$ cat config.mk
export PLATFORM = sky130hd
export DESIGN_NAME = npc_unit
export DESIGN_NICKNAME = d
export VERILOG_FILES = /design/src/rtl/npc_pkg.sv /design/src/rtl/npc_branch.sv /design/src/rtl/npc_jump.sv /design/src/rtl/npc_slot.sv /design/src/rtl/npc_base.sv /design/src/rtl/npc_unit.sv
export SDC_FILE = /design/constraint.sdc
export NUM_CORES = 1
export LEC_CHECK = 0
export BUFFER_PORTS_ARGS = -buffer_cell sky130_fd_sc_hd__buf_2
export CAP_MARGIN = 0
export CORE_UTILIZATION = 47
export CTS_CLUSTER_DIAMETER = 100
export DETAILED_ROUTE_END_ITERATION = 16
export HOLD_SLACK_MARGIN = 0.15
export PLACE_DENSITY = 0.8
export SLEW_MARGIN = 10
export SYNTH_ARGS = -nofsm -noshare
export SYNTH_HDL_FRONTEND = slang
export SYNTH_HIERARCHICAL = 1
export SYNTH_SLANG_ARGS = --single-unit
export TNS_END_PERCENT = 100
$ cat constraint.sdc
create_clock -name clk -period 4.2 [get_ports clk]
set_input_delay 0.42 -clock clk [delete_from_list [all_inputs] [get_ports clk]]
set_output_delay 0.42 -clock clk [all_outputs]
set_load 0.05 [all_outputs]
$ cat src/rtl/npc_pkg.sv
package npc_pkg;
  typedef enum logic [3:0] {
    FLOW_SEQ   = 4'd0,
    FLOW_BEQZ  = 4'd1,
    FLOW_BNEZ  = 4'd2,
    FLOW_BTEQZ = 4'd3,
    FLOW_BTNEZ = 4'd4,
    FLOW_BR    = 4'd5,
    FLOW_JAL   = 4'd6,
    FLOW_JALX  = 4'd7,
    FLOW_JR    = 4'd8,
    FLOW_JALR  = 4'd9
  } flow_e;

  function automatic logic flow_is_jump(input logic [3:0] k);
    return (k == FLOW_JAL) || (k == FLOW_JALX) || (k == FLOW_JR) || (k == FLOW_JALR);
  endfunction

  function automatic logic flow_is_link(input logic [3:0] k);
    return (k == FLOW_JAL) || (k == FLOW_JALX) || (k == FLOW_JALR);
  endfunction
endpackage

$ cat src/rtl/npc_branch.sv
module npc_branch #(
  parameter int AW    = 32,
  parameter int IMM_W = 26,
  parameter int SHORT_W = 8,
  parameter int UNC_W   = 11,
  parameter int EXT_W   = 16
) (
  input  logic [3:0]       kind,
  input  logic             ext_form,
  input  logic [IMM_W-1:0] imm,
  input  logic [AW-1:0]    fall_pc,
  input  logic [AW-1:0]    reg_val,
  input  logic [AW-1:0]    cond_val,
  output logic             taken,
  output logic [AW-1:0]    target
);
  import npc_pkg::*;

  logic [AW-1:0] offset;
  logic          reg_zero;
  logic          cond_zero;

  assign reg_zero  = (reg_val == '0);
  assign cond_zero = (cond_val == '0);

  always_comb begin
    if (ext_form)
      offset = AW'($signed(imm[EXT_W-1:0]));
    else if (kind == FLOW_BR)
      offset = AW'($signed(imm[UNC_W-1:0]));
    else
      offset = AW'($signed(imm[SHORT_W-1:0]));
  end

  always_comb begin
    unique case (kind)
      FLOW_BEQZ:  taken = reg_zero;
      FLOW_BNEZ:  taken = !reg_zero;
      FLOW_BTEQZ: taken = cond_zero;
      FLOW_BTNEZ: taken = !cond_zero;
      FLOW_BR:    taken = 1'b1;
      default:    taken = 1'b0;
    endcase
  end

  assign target = fall_pc + (offset << 1);
endmodule

$ cat src/rtl/npc_jump.sv
module npc_jump #(
  parameter int AW         = 32,
  parameter int IMM_W      = 26,
  parameter int REGION_LSB = 28
) (
  input  logic [3:0]       kind,
  input  logic [IMM_W-1:0] imm,
  input  logic [AW-1:0]    fall_pc,
  input  logic [AW-1:0]    reg_val,
  output logic [AW-1:0]    target,
  output logic [AW-1:0]    link_val
);
  import npc_pkg::*;

  localparam int JIMM_W = REGION_LSB - 2;

  logic [AW-1:0] region_tgt;

  assign region_tgt = {fall_pc[AW-1:REGION_LSB], imm[JIMM_W-1:0], 2'b00};

  always_comb begin
    unique case (kind)
      FLOW_JAL:  target = region_tgt | AW'(1);
      FLOW_JALX: target = region_tgt & ~AW'(1);
      default:   target = reg_val;
    endcase
  end

  assign link_val = fall_pc + AW'(2);
endmodule

$ cat src/rtl/npc_slot.sv
module npc_slot #(
  parameter int AW = 32
) (
  input  logic          clk,
  input  logic          rst,
  input  logic          accept,
  input  logic          arm,
  input  logic [AW-1:0] arm_target,
  input  logic [AW-1:0] arm_pc,
  output logic          in_slot,
  output logic [AW-1:0] held_target,
  output logic [AW-1:0] held_pc
);
  always_ff @(posedge clk) begin
    if (rst) begin
      in_slot     <= 1'b0;
      held_target <= '0;
      held_pc     <= '0;
    end else if (accept) begin
      in_slot <= arm;
      if (arm) begin
        held_target <= arm_target;
        held_pc     <= arm_pc;
      end
    end
  end
endmodule

$ cat src/rtl/npc_base.sv
module npc_base #(
  parameter int AW = 32,
  parameter int NUM_ALIGN = 2,
  parameter int MIN_ALIGN_BITS = 2
) (
  input  logic                     in_slot,
  input  logic [AW-1:0]            cur_pc,
  input  logic [AW-1:0]            jump_pc,
  output logic [NUM_ALIGN-1:0][AW-1:0] aligned
);
  logic [AW-1:0] raw;

  assign raw = in_slot ? jump_pc : cur_pc;

  for (genvar g = 0; g < NUM_ALIGN; g++) begin : g_align
    localparam int LOWB = MIN_ALIGN_BITS + g;
    assign aligned[g] = {raw[AW-1:LOWB], LOWB'(0)};
  end
endmodule

$ cat src/rtl/npc_unit.sv
module npc_unit #(
  parameter int            AW         = 32,
  parameter int            IMM_W      = 26,
  parameter int            REGION_LSB = 28,
  parameter logic [AW-1:0] RESET_VEC  = 32'h0000_1000
) (
  input  logic             clk,
  input  logic             rst,
  input  logic             step_valid,
  output logic             step_ready,
  input  logic [AW-1:0]    cur_pc,
  input  logic [AW-1:0]    fall_pc,
  input  logic [3:0]       kind,
  input  logic             ext_form,
  input  logic [IMM_W-1:0] imm,
  input  logic [AW-1:0]    reg_val,
  input  logic [AW-1:0]    cond_val,
  output logic [AW-1:0]    next_pc,
  output logic             mode_bit,
  output logic             link_we,
  output logic [AW-1:0]    link_val,
  output logic             in_slot,
  output logic [AW-1:0]    base_word,
  output logic [AW-1:0]    base_dword
);
  import npc_pkg::*;

  logic          accept;
  logic          jump_step;
  logic          br_taken;
  logic [AW-1:0] br_target;
  logic [AW-1:0] jmp_target;
  logic [AW-1:0] held_target;
  logic [AW-1:0] held_pc;
  logic [1:0][AW-1:0] bases;

  assign step_ready = !rst;
  assign accept     = step_valid && step_ready;
  assign jump_step  = flow_is_jump(kind);

  npc_branch #(.AW(AW), .IMM_W(IMM_W)) u_branch (
    .kind     (kind),
    .ext_form (ext_form),
    .imm      (imm),
    .fall_pc  (fall_pc),
    .reg_val  (reg_val),
    .cond_val (cond_val),
    .taken    (br_taken),
    .target   (br_target)
  );

  npc_jump #(.AW(AW), .IMM_W(IMM_W), .REGION_LSB(REGION_LSB)) u_jump (
    .kind     (kind),
    .imm      (imm),
    .fall_pc  (fall_pc),
    .reg_val  (reg_val),
    .target   (jmp_target),
    .link_val (link_val)
  );

  npc_slot #(.AW(AW)) u_slot (
    .clk         (clk),
    .rst         (rst),
    .accept      (accept),
    .arm         (jump_step && !in_slot),
    .arm_target  (jmp_target),
    .arm_pc      (cur_pc),
    .in_slot     (in_slot),
    .held_target (held_target),
    .held_pc     (held_pc)
  );

  npc_base #(.AW(AW), .NUM_ALIGN(2), .MIN_ALIGN_BITS(2)) u_base (
    .in_slot (in_slot),
    .cur_pc  (cur_pc),
    .jump_pc (held_pc),
    .aligned (bases)
  );

  assign base_word  = bases[0];
  assign base_dword = bases[1];

  always_comb begin
    if (rst)
      next_pc = RESET_VEC;
    else if (!step_valid)
      next_pc = cur_pc;
    else if (in_slot)
      next_pc = held_target;
    else if (jump_step)
      next_pc = fall_pc;
    else if (br_taken)
      next_pc = br_target;
    else
      next_pc = fall_pc;
  end

  assign mode_bit = next_pc[0];
  assign link_we  = accept && !in_slot && flow_is_link(kind);
endmodule

==> results by group <==
CTS
  • Clock transition at path regs: 0.05 ns
  • Skew-Pair Late Insertion Delay: 0.33 ns
  • # hold bufs at CTS: 0
  • Clock Root Buffer: clkbuf_16
  • CTS tree: done
  • Clk buf depth: 2
  • H-tree levels: 3
  • Num CTS Buffers: 9
  • Clock sinks: 63

STA
  • Rel. slew slack: 0.363
  • F_max: 229 MHz
  • RSZ-0062 raised after global routing: true
  • Final worst path period need: 4.37 ns
  • Final WS setup: -0.165 ns
  • Final setup violation count: 10
  • Least-Margin Pin Slew: 0.953 ns
  • Tcrit/Tclk final: 1.04
  • Max-slew violation count: 0
  • Layout Skew: about 0.0038 ns
  • Final hold vios: 0
  • Setup TNS: -0.772 ns

Critical path
  • FF-to-FF Start: u_slot/in_slot
  • Critical path class: in -> out
  • Endpoint type of the worst setup path: output port
  • Cells along the critical path: buf_8 -> and4bb_2 -> mux2_4 -> nor2_4 -> buf_12 -> buf_8 -> ha_4 -> a21o_1 -> a21o_1 -> a2111oi_4 -> o32a_1 -> o21ai_2 -> xor2_1 -> nor4bb_1 -> nor3_1 -> o211ai_1 -> a311oi_4 -> buf_6
  • Critical Path Source Type: primary input
  • Slowest stage delay, CP: 0.34 ns
  • Critical path arrival: 3.95 ns
  • Reg2reg path depth: 5
  • Slowest cell on crit path: mux2_4
  • Crit Path Max Fanout: 8
  • Setup slack, reg-to-reg: 2.04 ns
  • Worst path required time: roughly 3.8 ns
  • Worst R2R End: u_slot/held_target[9]

Layout
  • Ant. Diodes: 0
  • Area delta synth->final: 42.0%
  • Most frequent cells in the layout: 267 x buf_2, 126 x buf_4, 83 x a21oi_1
  • Final net count: about 1500
  • Commonest non-fill, non-tap cell in the layout: buf_2
  • Fraction of layout cells with a size suffix above 1: 0.466

Floorplan
  • Row count: 47
  • Die Width: 134 um
  • I/O pin cnt: ~300
  • Core Box Area: 0.0168 mm^2
  • Initial Util: 0.487
  • Die area: roughly 0.018 mm^2
  • Die height: 134 um

Place
  • PortBufs: 288
  • Post-DP HPWL: roughly 23000 um
  • Placer Congestion: 0.948

Routing
  • Drt first-iter violations: 666
  • Metal2 WL: 15000 um
  • Pre-antenna DRT Iters: 6
  • DRC: 0
  • Met3 WL: 2140 um
  • Top Metal Used: met4
  • Vias: 9457
  • DRT antenna net count: 0
  • DR vias/cell: between 6 and 7
  • Routed WL: 31200 um
  • Per-cell routed wire length: 20.2 um
  • Metal1 wirelength: 12700 um

Global route
  • Initial antenna violation count: 0
  • First-pass GRT wire length: 47900 um
  • Grt total ovfl: 0
  • Largest net degree at the start of global routing: 86
  • Vias in the first global route: 9164
  • GRT Total Usage: 0.337

Power
  • Max VDD drop: 239 uV
  • Cell leakage power: 4.90 nW
  • Clk network pwr share: 0.254
  • PD cells: approximately 280 mW/mm^2
  • Cell Int Power: 1.89 mW
  • Switching share of power: 0.411
  • P_sw: 1.32 mW
  • Total power: about 3.2 mW
  • Sequential cell fraction of total power: 0.193
  • Gate power share: 0.553

Outcome
  • Failing checks: negative setup slack
  • Outcome: finished, violations left

Hold path
  • HP Start: cur_pc[3]
  • Hold Path End: u_slot/held_pc[3]
  • Hold Path Class: in -> reg
  • Hold Path Cell Cnt: 3

Yosys
  • Cell count after synthesis: between 900 and 1000
  • Syn avg cell area: 8.23 um^2
  • Mapped Area: roughly 0.0082 mm^2
  • Synth warnings: 6

Run
  • Maxcap violations: 0
==> layout make-up <==
type / instances / area, um^2
Tap cell: 220 / 275
Inverter: 13 / 48.8
Clock buffer: 13 / 260
Sequential cell: 63 / 1260
Timing Repair Buffer: 425 / 2770
Fill cell: 1343 / 5190
Clock inverter: 3 / 65.1
Multi-Input combinational cell: 807 / 6940
==> per-stage QoR <==
step           cell area (um^2)  setup WS [ns]  instances  utilization  hold slack [ns]
2_1_floorplan              8510         -0.265        999            -            0.547
3_3_place_gp              10500         -0.336       1504        0.624            0.559
3_5_place_dp              10500         -0.387       1504        0.624            0.556
4_1_cts                   11300         -0.126       1534        0.674            0.366
5_1_grt                   11600         -0.243       1544        0.691            0.379
6_report                  11600         -0.165       1544        0.691            0.377
==> power groups by stage <==
stage | registers (mW) | logic (mW) | clock network (mW)
2_1_floorplan | 0.631 | 1.06 | 0
3_3_place_gp | 0.630 | 1.54 | 0
3_5_place_dp | 0.631 | 1.55 | 0
4_1_cts | 0.619 | 1.67 | 0.823
5_1_grt | 0.620 | 1.87 | 0.853
6_report | 0.619 | 1.77 | 0.816
==> sequential cells by signal, summed over array words and instances, names as in the netlist <==
name,cells
u_slot/held_pc,30
u_slot/held_target,32
u_slot/in_slot,1
==> critical path: cells and delay by family <==
| family | cells | cell delay, ns |
|---|---|---|
| xor+xnor | 1 | 0.21 |
| mux | 1 | 0.34 |
| compound gates | 7 | 1.47 |
| fa+ha+maj | 1 | 0.20 |
| buf+inv | 4 | 0.59 |
| simple gates | 4 | 0.71 |
==> worst max-delay path by stage <==
stage / endpoint / start / depth (start not counted) / slack (ns)
final: next_pc[30] / kind[3] / 18 / -0.17
after detailed placement: next_pc[30] / kind[3] / 17 / -0.39
after CTS: next_pc[31] / kind[3] / 16 / -0.13
after floorplan: next_pc[31] / kind[3] / 14 / -0.27
after global routing: next_pc[28] / kind[3] / 17 / -0.24
after global placement: next_pc[30] / kind[3] / 17 / -0.34
==> layer usage <==
| layer | vias to the layer above | track usage |
|---|---|---|
| met3 | 81 | 0.0506 |
| met1 | 4488 | 0.412 |
| met5 | - | 0 |
| met4 | 0 | 0.149 |
| li1 | 4394 | - |
| met2 | 494 | 0.580 |
==> repair_timing <==
item | 4_1_cts | 5_1_grt
resized for setup | 80 | 38
pin swaps | 51 | 47
setup endpoints to repair | 16 | 19
setup buffers | 14 | 10
cloned | 0 | 0
No activity file was read; power rests on OpenSTA's default activity.
